`src/rtl/adc_rd_pkg.sv`:
```
// Shared types for the serial ADC frame reader.
package adc_rd_pkg;
    // Phases of one read frame
    typedef enum logic [1:0] {
        RD_IDLE  = 2'd0,  // select high, converter in shutdown
        RD_LEAD  = 2'd1,  // select low, waiting before the first edge
        RD_SHIFT = 2'd2,  // serial clock toggling
        RD_TAIL  = 2'd3   // select still low, waiting after the last edge
    } rd_phase_t;
endpackage

```
`src/rtl/adc_rd_halfper.sv`:
```
// Half-period timer: while run is high, it raises tick once every
// HALF_CYC cycles. The count restarts from zero whenever run is low.
// Assumes HALF_CYC >= 2.
module adc_rd_halfper #(
    parameter int HALF_CYC = 53
) (
    input  logic clk,
    input  logic rst_n,
    input  logic run,
    output logic tick
);
    localparam int CNT_W = (HALF_CYC > 2) ? $clog2(HALF_CYC) : 1;
    localparam logic [CNT_W-1:0] CNT_TOP = CNT_W'(HALF_CYC - 1);

    logic [CNT_W-1:0] cnt;

    assign tick = run && (cnt == CNT_TOP);

    // Count the cycles of the current half period
    always_ff @(posedge clk) begin
        if (!rst_n || !run || tick) begin
            cnt <= '0;
        end else begin
            cnt <= cnt + 1'b1;
        end
    end
endmodule

```
`src/rtl/adc_rd_seq.sv`:
```
// Frame sequencer: starts a frame from idle, holds select low for one
// half period before and after the clock burst, and emits FRAME_BITS
// falling edges. It marks each falling edge with sample_stb and the
// bit index of that edge, and marks the frame end with fin.
// Assumes tick comes from a half-period timer that is gated by run.
module adc_rd_seq
    import adc_rd_pkg::*;
#(
    parameter int FRAME_BITS = 24
) (
    input  logic                          clk,
    input  logic                          rst_n,
    input  logic                          start,
    input  logic                          tick,
    output logic                          run,
    output logic                          cs_n,
    output logic                          sclk,
    output logic                          sample_stb,
    output logic [$clog2(FRAME_BITS)-1:0] bit_idx,
    output logic                          fin
);
    localparam int IDX_W = $clog2(FRAME_BITS);
    localparam logic [IDX_W-1:0] LAST_IDX = IDX_W'(FRAME_BITS - 1);

    rd_phase_t phase;

    assign run        = (phase != RD_IDLE);
    assign sample_stb = tick && ((phase == RD_LEAD) || (phase == RD_SHIFT && sclk));
    assign fin        = tick && (phase == RD_TAIL);

    // Move through the frame phases and drive select and clock
    always_ff @(posedge clk) begin
        if (!rst_n) begin
            phase   <= RD_IDLE;
            cs_n    <= 1'b1;
            sclk    <= 1'b1;
            bit_idx <= '0;
        end else begin
            case (phase)
                RD_IDLE: begin
                    if (start) begin
                        phase   <= RD_LEAD;
                        cs_n    <= 1'b0;
                        bit_idx <= '0;
                    end
                end
                RD_LEAD: begin
                    if (tick) begin
                        phase <= RD_SHIFT;
                        sclk  <= 1'b0;
                    end
                end
                RD_SHIFT: begin
                    if (tick) begin
                        if (sclk) begin
                            sclk <= 1'b0;
                        end else begin
                            sclk <= 1'b1;
                            if (bit_idx == LAST_IDX) begin
                                phase <= RD_TAIL;
                            end else begin
                                bit_idx <= bit_idx + 1'b1;
                            end
                        end
                    end
                end
                RD_TAIL: begin
                    if (tick) begin
                        phase <= RD_IDLE;
                        cs_n  <= 1'b1;
                    end
                end
                default: phase <= RD_IDLE;
            endcase
        end
    end
endmodule

```
`src/rtl/adc_rd_capture.sv`:
```
// Bit capture: shifts in only the bits whose index is in the data
// window, MSB first, and copies the assembled word to the output when
// the frame ends.
// Assumes miso is stable when sample_stb is high.
module adc_rd_capture #(
    parameter int FRAME_BITS = 24,
    parameter int LEAD_BITS  = 6,
    parameter int DATA_BITS  = 16
) (
    input  logic                          clk,
    input  logic                          rst_n,
    input  logic                          sample_stb,
    input  logic [$clog2(FRAME_BITS)-1:0] bit_idx,
    input  logic                          miso,
    input  logic                          fin,
    output logic [DATA_BITS-1:0]          result,
    output logic                          done
);
    localparam int IDX_W = $clog2(FRAME_BITS);
    localparam logic [IDX_W-1:0] FIRST_IDX = IDX_W'(LEAD_BITS);
    localparam logic [IDX_W-1:0] FINAL_IDX = IDX_W'(LEAD_BITS + DATA_BITS - 1);

    logic [DATA_BITS-1:0] shreg;
    logic                 in_window;

    assign in_window = (bit_idx >= FIRST_IDX) && (bit_idx <= FINAL_IDX);

    // Shift data-window bits into the working register
    always_ff @(posedge clk) begin
        if (!rst_n) begin
            shreg <= '0;
        end else if (sample_stb && in_window) begin
            shreg <= {shreg[DATA_BITS-2:0], miso};
        end
    end

    // Publish the whole word and pulse done at frame end
    always_ff @(posedge clk) begin
        if (!rst_n) begin
            result <= '0;
            done   <= 1'b0;
        end else begin
            done <= fin;
            if (fin) begin
                result <= shreg;
            end
        end
    end
endmodule

```
`src/rtl/adc_frame_reader.sv`:
```
// Serial ADC frame reader top: connects the half-period timer, the frame
// sequencer and the bit capture. One start pulse gives one 16-bit word.
// Assumes start is a pulse and that HALF_CYC keeps sclk within the
// converter's clock limit.
module adc_frame_reader #(
    parameter int HALF_CYC   = 53,
    parameter int FRAME_BITS = 24,
    parameter int LEAD_BITS  = 6,
    parameter int DATA_BITS  = 16
) (
    input  logic                 clk,
    input  logic                 rst_n,
    input  logic                 start,
    input  logic                 miso,
    output logic                 cs_n,
    output logic                 sclk,
    output logic                 busy,
    output logic                 done,
    output logic [DATA_BITS-1:0] result
);
    localparam int IDX_W = $clog2(FRAME_BITS);

    logic             run;
    logic             tick;
    logic             sample_stb;
    logic             fin;
    logic [IDX_W-1:0] bit_idx;

    assign busy = run;

    adc_rd_halfper #(.HALF_CYC(HALF_CYC)) u_halfper (
        .clk  (clk),
        .rst_n(rst_n),
        .run  (run),
        .tick (tick)
    );

    adc_rd_seq #(.FRAME_BITS(FRAME_BITS)) u_seq (
        .clk       (clk),
        .rst_n     (rst_n),
        .start     (start),
        .tick      (tick),
        .run       (run),
        .cs_n      (cs_n),
        .sclk      (sclk),
        .sample_stb(sample_stb),
        .bit_idx   (bit_idx),
        .fin       (fin)
    );

    adc_rd_capture #(
        .FRAME_BITS(FRAME_BITS),
        .LEAD_BITS (LEAD_BITS),
        .DATA_BITS (DATA_BITS)
    ) u_capture (
        .clk       (clk),
        .rst_n     (rst_n),
        .sample_stb(sample_stb),
        .bit_idx   (bit_idx),
        .miso      (miso),
        .fin       (fin),
        .result    (result),
        .done      (done)
    );
endmodule

```
`config.mk`:
```
export PLATFORM = sky130hd
export DESIGN_NAME = adc_frame_reader
export DESIGN_NICKNAME = d
export VERILOG_FILES = /design/src/rtl/adc_rd_pkg.sv /design/src/rtl/adc_rd_halfper.sv /design/src/rtl/adc_rd_seq.sv /design/src/rtl/adc_rd_capture.sv /design/src/rtl/adc_frame_reader.sv
export SDC_FILE = /design/constraint.sdc
export NUM_CORES = 1
export LEC_CHECK = 0
export ABC_CLOCK_PERIOD_IN_PS = 4220
export CORE_MARGIN = 10
export CORE_UTILIZATION = 30
export CTS_CLUSTER_SIZE = 25
export DETAILED_ROUTE_END_ITERATION = 10
export PLACE_DENSITY = 0.49
export SLEW_MARGIN = 20
export SYNTH_ARGS = -nofsm -noshare
export SYNTH_HDL_FRONTEND = slang
export SYNTH_SLANG_ARGS = --single-unit
```
`constraint.sdc`:
```
create_clock -name clk -period 4.22 [get_ports clk]
set_input_delay 0.844 -clock clk [delete_from_list [all_inputs] [get_ports clk]]
set_output_delay 0.844 -clock clk [all_outputs]
set_load 0.02 [all_outputs]
```
## Yosys cells after proc, flatten, opt, wreduce, memory -nomap -nowiden

Cells that the tools add are included.

- Magnitude comparators: 2
- Muxes and demuxes: 19
- Equality and inequality tests: 12
- Add/subtract/negate cells: 2
- Reduce and logical (&&, ||, !) cells: 20

Operator list:

| cell | count |
|---|---|
| $mux 5 | 4 |
| $ne 2x2->1 const B | 7 |
| $mux 2 | 6 |
| $pmux 5 s2 | 1 |
| $pmux 2 s4 | 1 |
| $reduce_bool 2->1 | 4 |
| $add 6x1->6 const B | 1 |
| $eq 6x6->1 const B | 1 |
| $logic_and 1x1->1 | 6 |
| $reduce_and 3->1 | 2 |
| $reduce_and 6->1 | 1 |
| $add 5x1->5 const B | 1 |
| $eq 5x5->1 const B | 1 |
| $ge 5x3->1 const B | 1 |
| $le 5x5->1 const B | 1 |
| $mux 1 | 5 |
| $reduce_and 5->1 | 1 |
| $eq 2x2->1 const B | 2 |
| $pmux 1 s2 | 2 |
| $logic_or 1x1->1 | 3 |
| $eq 2x1->1 const B | 1 |
| $logic_not 1->1 | 2 |
| $logic_not 2->1 | 1 |

- Bits of input ports: 4
- Logic and storage cells: 63
- Output and inout bits: 20
- Bits in registers: 48

## Logic depth before layout (Yosys ltp)

- Depth after elaboration: 5
- Depth in mapped cells: 8
- Gate-level depth less buffers: 7

## Hierarchy

A second synthesis with hierarchy kept.

- Cells, all modules: 211
- Area, all modules: 2,089.5 um^2

Modules (own cells, without submodules):

| module | instances | seq. area each (um^2) | cells an instance | area each (um^2) |
|---|---|---|---|---|
| adc_rd_capture | 1 | 660.6 | 110 | 1,247.4 |
| adc_rd_seq | 1 | 180.2 | 68 | 563.0 |
| adc_rd_halfper | 1 | 120.1 | 33 | 279.0 |

## Least setup slack after synthesis

No wires, ideal clock.

- Path type: input -> register
- From: input port start
- To: register u_seq.bit_idx[1]
- Path slack: 2.396 ns
- Data required time: 4.154 ns
- Arrival: 1.758 ns
- Cell stages on the path: 5
- Setup time: 0.066 ns
- Path through: and2b_1 > nor4_2 > a32oi_2 > or3_1 > a21boi_2

- Longest elaborated chain between the ends: 2

RTL lines:

| element | line | source |
|---|---|---|
| start: declaration | adc_frame_reader.sv:13 | `input logic start,` |
| $ne 2x2->1 (no source line) | n/a |  |
| $reduce_and 5->1 (no source line) | n/a |  |
| end signal: assignment | adc_rd_seq.sv:62 | `bit_idx <= bit_idx + 1'b1;` |
| end: declaration | adc_rd_seq.sv:19 | `output logic [$clog2(FRAME_BITS)-1:0] bit_idx,` |

No other way between the ends.
A chain may end at the register's enable or synchronous reset.

## Worst setup path in the final report

- From: register u_seq.phase[0]
- To: output port busy

- Longest elaborated chain between the ends: 1

RTL lines:

| element | line | source |
|---|---|---|
| start: declaration | adc_rd_seq.sv:25 | `rd_phase_t phase;` |
| start signal: assignment | adc_rd_seq.sv:34 | `phase <= RD_IDLE;` |
| start signal: assignment | adc_rd_seq.sv:42 | `phase <= RD_LEAD;` |
| start signal: assignment | adc_rd_seq.sv:49 | `phase <= RD_SHIFT;` |
| $reduce_bool 2->1 | adc_rd_seq.sv:27 | `assign run = (phase != RD_IDLE);` |
| end: declaration | adc_frame_reader.sv:17 | `output logic busy,` |

No other way between the ends.

==> metrics.txt <==
outcome finished, final reports clean; Slew Viols, Final 0; Fin Clk Skew 0.00398 ns; Crit path top cell by count inv_1; Max Clk Rate ~380 MHz; relative slew slack 0.474; Synth Register Bits 48; vias in the first global route 1390; io pins 24; post-synthesis cell type count 31; NumNets Final 234; initial antenna violation count 0; Routed WL per cell 12.7 um; Routed WL 3770 um; setup tns final 0 ns; clk root buf clkbuf_8; Synth area leader dfxtp_1; hold path depth 1; cell count after synthesis 196; via-per-instance ratio between 4 and 5; M1 wire length 1870 um; Num CTS Buffers 5; top layer in use met4; Yosys top cell area share 0.490; share of cells above drive strength 1 0.0679; R2R depth 6; Synth Cell Area ~2000 um^2; max-cap viol count 0; htree depth 2; Die H 101 um; synthesized net count 210; setup bufs post-CTS 0; fillers 614; post-route ant nets 0; leakage power 0.976 nW; commonest non-fill, non-tap cell in the layout dfxtp_1; via count 1405; CP Class register to output port; worst-path cell chain inv_1 -> ha_1 -> inv_1 -> clkdlybuf4s50_1; FF/Latch Area roughly 960 um^2; CTS tree built; critical path depth in cells 4; PortBufs 23; Rows 29; Area growth syn-to-layout 21.8%; post-layout util 0.376; critical path's largest stage delay 0.61 ns; Syn Area/Cell around 10 um^2; Chip Width 101 um; ANT cells 0; Tot Pwr 1.07 mW; sequential fraction of the synthesis area 0.490; wire length on met2 roughly 1600 um; Core Footprint ~6300 um^2; total die area 10200 um^2; HP Class register to register; RSZ-0062 raised after global routing false; pwr dens ~450 nW/um^2; dpl hpwl between 2000 and 3000 um; drt first pass iters 4; Multi-input gate area 912 um^2; WL met3 225 um; Data arrival, critical path 1.77 ns; HP Start u_capture.shreg[7]; CP max stage cell clkdlybuf4s50_1; Worst Path Buf+Inv 3; Setup crit end kind output port; DRT iter0 DRCs 47; Final period util 0.619; first-pass GRT wire length 6560 um; Hold Buf Count CTS 0; global route total overflow 0; gpl congestion 0.777; critical path fanouts, max 5; clk_lat worst skew approximately 0.3 ns; commonest non-fill, non-tap cells in the layout dfxtp_1 (48), nand2_1 (31), clkdlybuf4s50_1 (23); TritonCTS sink count 48; largest net degree at the start of global routing 23; Setup violations, final 0; CP startpoint kind register; post-CTS sizing 0; Worst-Margin Slew approximately 0.78 ns; minimum clock period 2.61 ns; CTS Buffer Depth 2; GRT Total Usage 0.0797; worst r2r src u_seq.phase[0]; Yosys warnings 0; WHS about 0.47 ns; VDD IR-drop max 0.227 mV; Residual DRC 0; Reg clk slew, reported paths around 0.090 ns; Crit. Startpoint u_seq.phase[0]; starting density of the core 0.309; synth top area cells dfxtp_1 (49%), mux2i_1 (9.2%), a22o_1 (7.1%), ha_1 (6.4%), nand2_1 (5.9%); delay-heaviest family, CP buffers and inverters; final hold violation count 0; Req. time, crit path between 3 and 4 ns
-- final timing paths --
kind	slack, ns	endpoint
max	1.61	busy
min	0.47	u_capture.result[7]
max reg2reg	2.02	u_capture.result[13]
min reg2reg	0.47	u_capture.result[7]
-- cells by family (layout without fill, tap and decap cells) --
kind of cell               Yosys count  count (layout)  share of synthesized area
buffers and inverters               18              43                     0.0453
adders and majority gates           10              10                     0.0638
and+or+nand+nor                     60              60                      0.147
xor gates and xnor gates             4               4                     0.0179
AOI/OAI and AO/OA                   38              38                      0.144
muxes                               18              18                     0.0918
DFF                                 48              48                      0.490
-- metrics by stage --
| step | worst slack, ns | area, um^2 | instances |
|---|---|---|---|
| after global placement | 1.66 | 2250 | 290 |
| after global routing | 1.49 | 2390 | 298 |
| after floorplan | 2.40 | 1960 | 196 |
| final | 1.61 | 2390 | 298 |
| after detailed placement | 1.64 | 2250 | 290 |
| after CTS | 1.58 | 2390 | 298 |
-- power breakdown --
| part | switching [mW] | total, mW | internal (mW) |
|---|---|---|---|
| combinational | 0.109 | 0.185 | 0.0766 |
| sequential | 0.0148 | 0.483 | 0.468 |
| clock | 0.160 | 0.398 | 0.238 |
-- layer usage --
| layer | GRT usage | vias up |
|---|---|---|
| met5 | 0 | - |
| met4 | 0.0424 | 0 |
| met3 | 0.0295 | 7 |
| met2 | 0.119 | 21 |
| met1 | 0.0971 | 647 |
| li1 | - | 730 |
-- cell type report --
cell class,count,area share
clock buffers,5,0.0288
clock inverters,3,0.0288
inverters,10,0.0157
multi-input cells,130,0.382
flip-flops and latches,48,0.402
well taps,77,0.0403
repair buffers,25,0.103
-- state kept, by name, summed over array words and instances, names as in the netlist --
register,count
u_capture.done,1
u_capture.result,16
u_capture.shreg,16
u_halfper.cnt,6
u_seq.bit_idx,5
u_seq.cs_n,1
u_seq.phase,2
u_seq.sclk,1
-- cell usage after synthesis --
cell,number
a32oi_2,1
nor2_1,11
buf_2,2
and4b_1,1
nand4bb_1,1
xor2_1,2
clkbuf_1,2
and2b_1,1
nand4b_1,1
dfxtp_1,48
a21boi_2,2
and3_1,1
o22ai_1,1
mux2i_1,18
o211ai_1,2
or3_1,3
xnor2_1,2
buf_6,1
a21oi_1,5
o21ai_0,10
nor2_4,1
nand3b_1,2
inv_1,10
a22o_1,16
nand3_1,5
nand2_1,31
ha_1,10
nor3_1,1
buf_4,3
a211oi_1,1
nor4_2,1
Power figures use the tool's default switching activity.
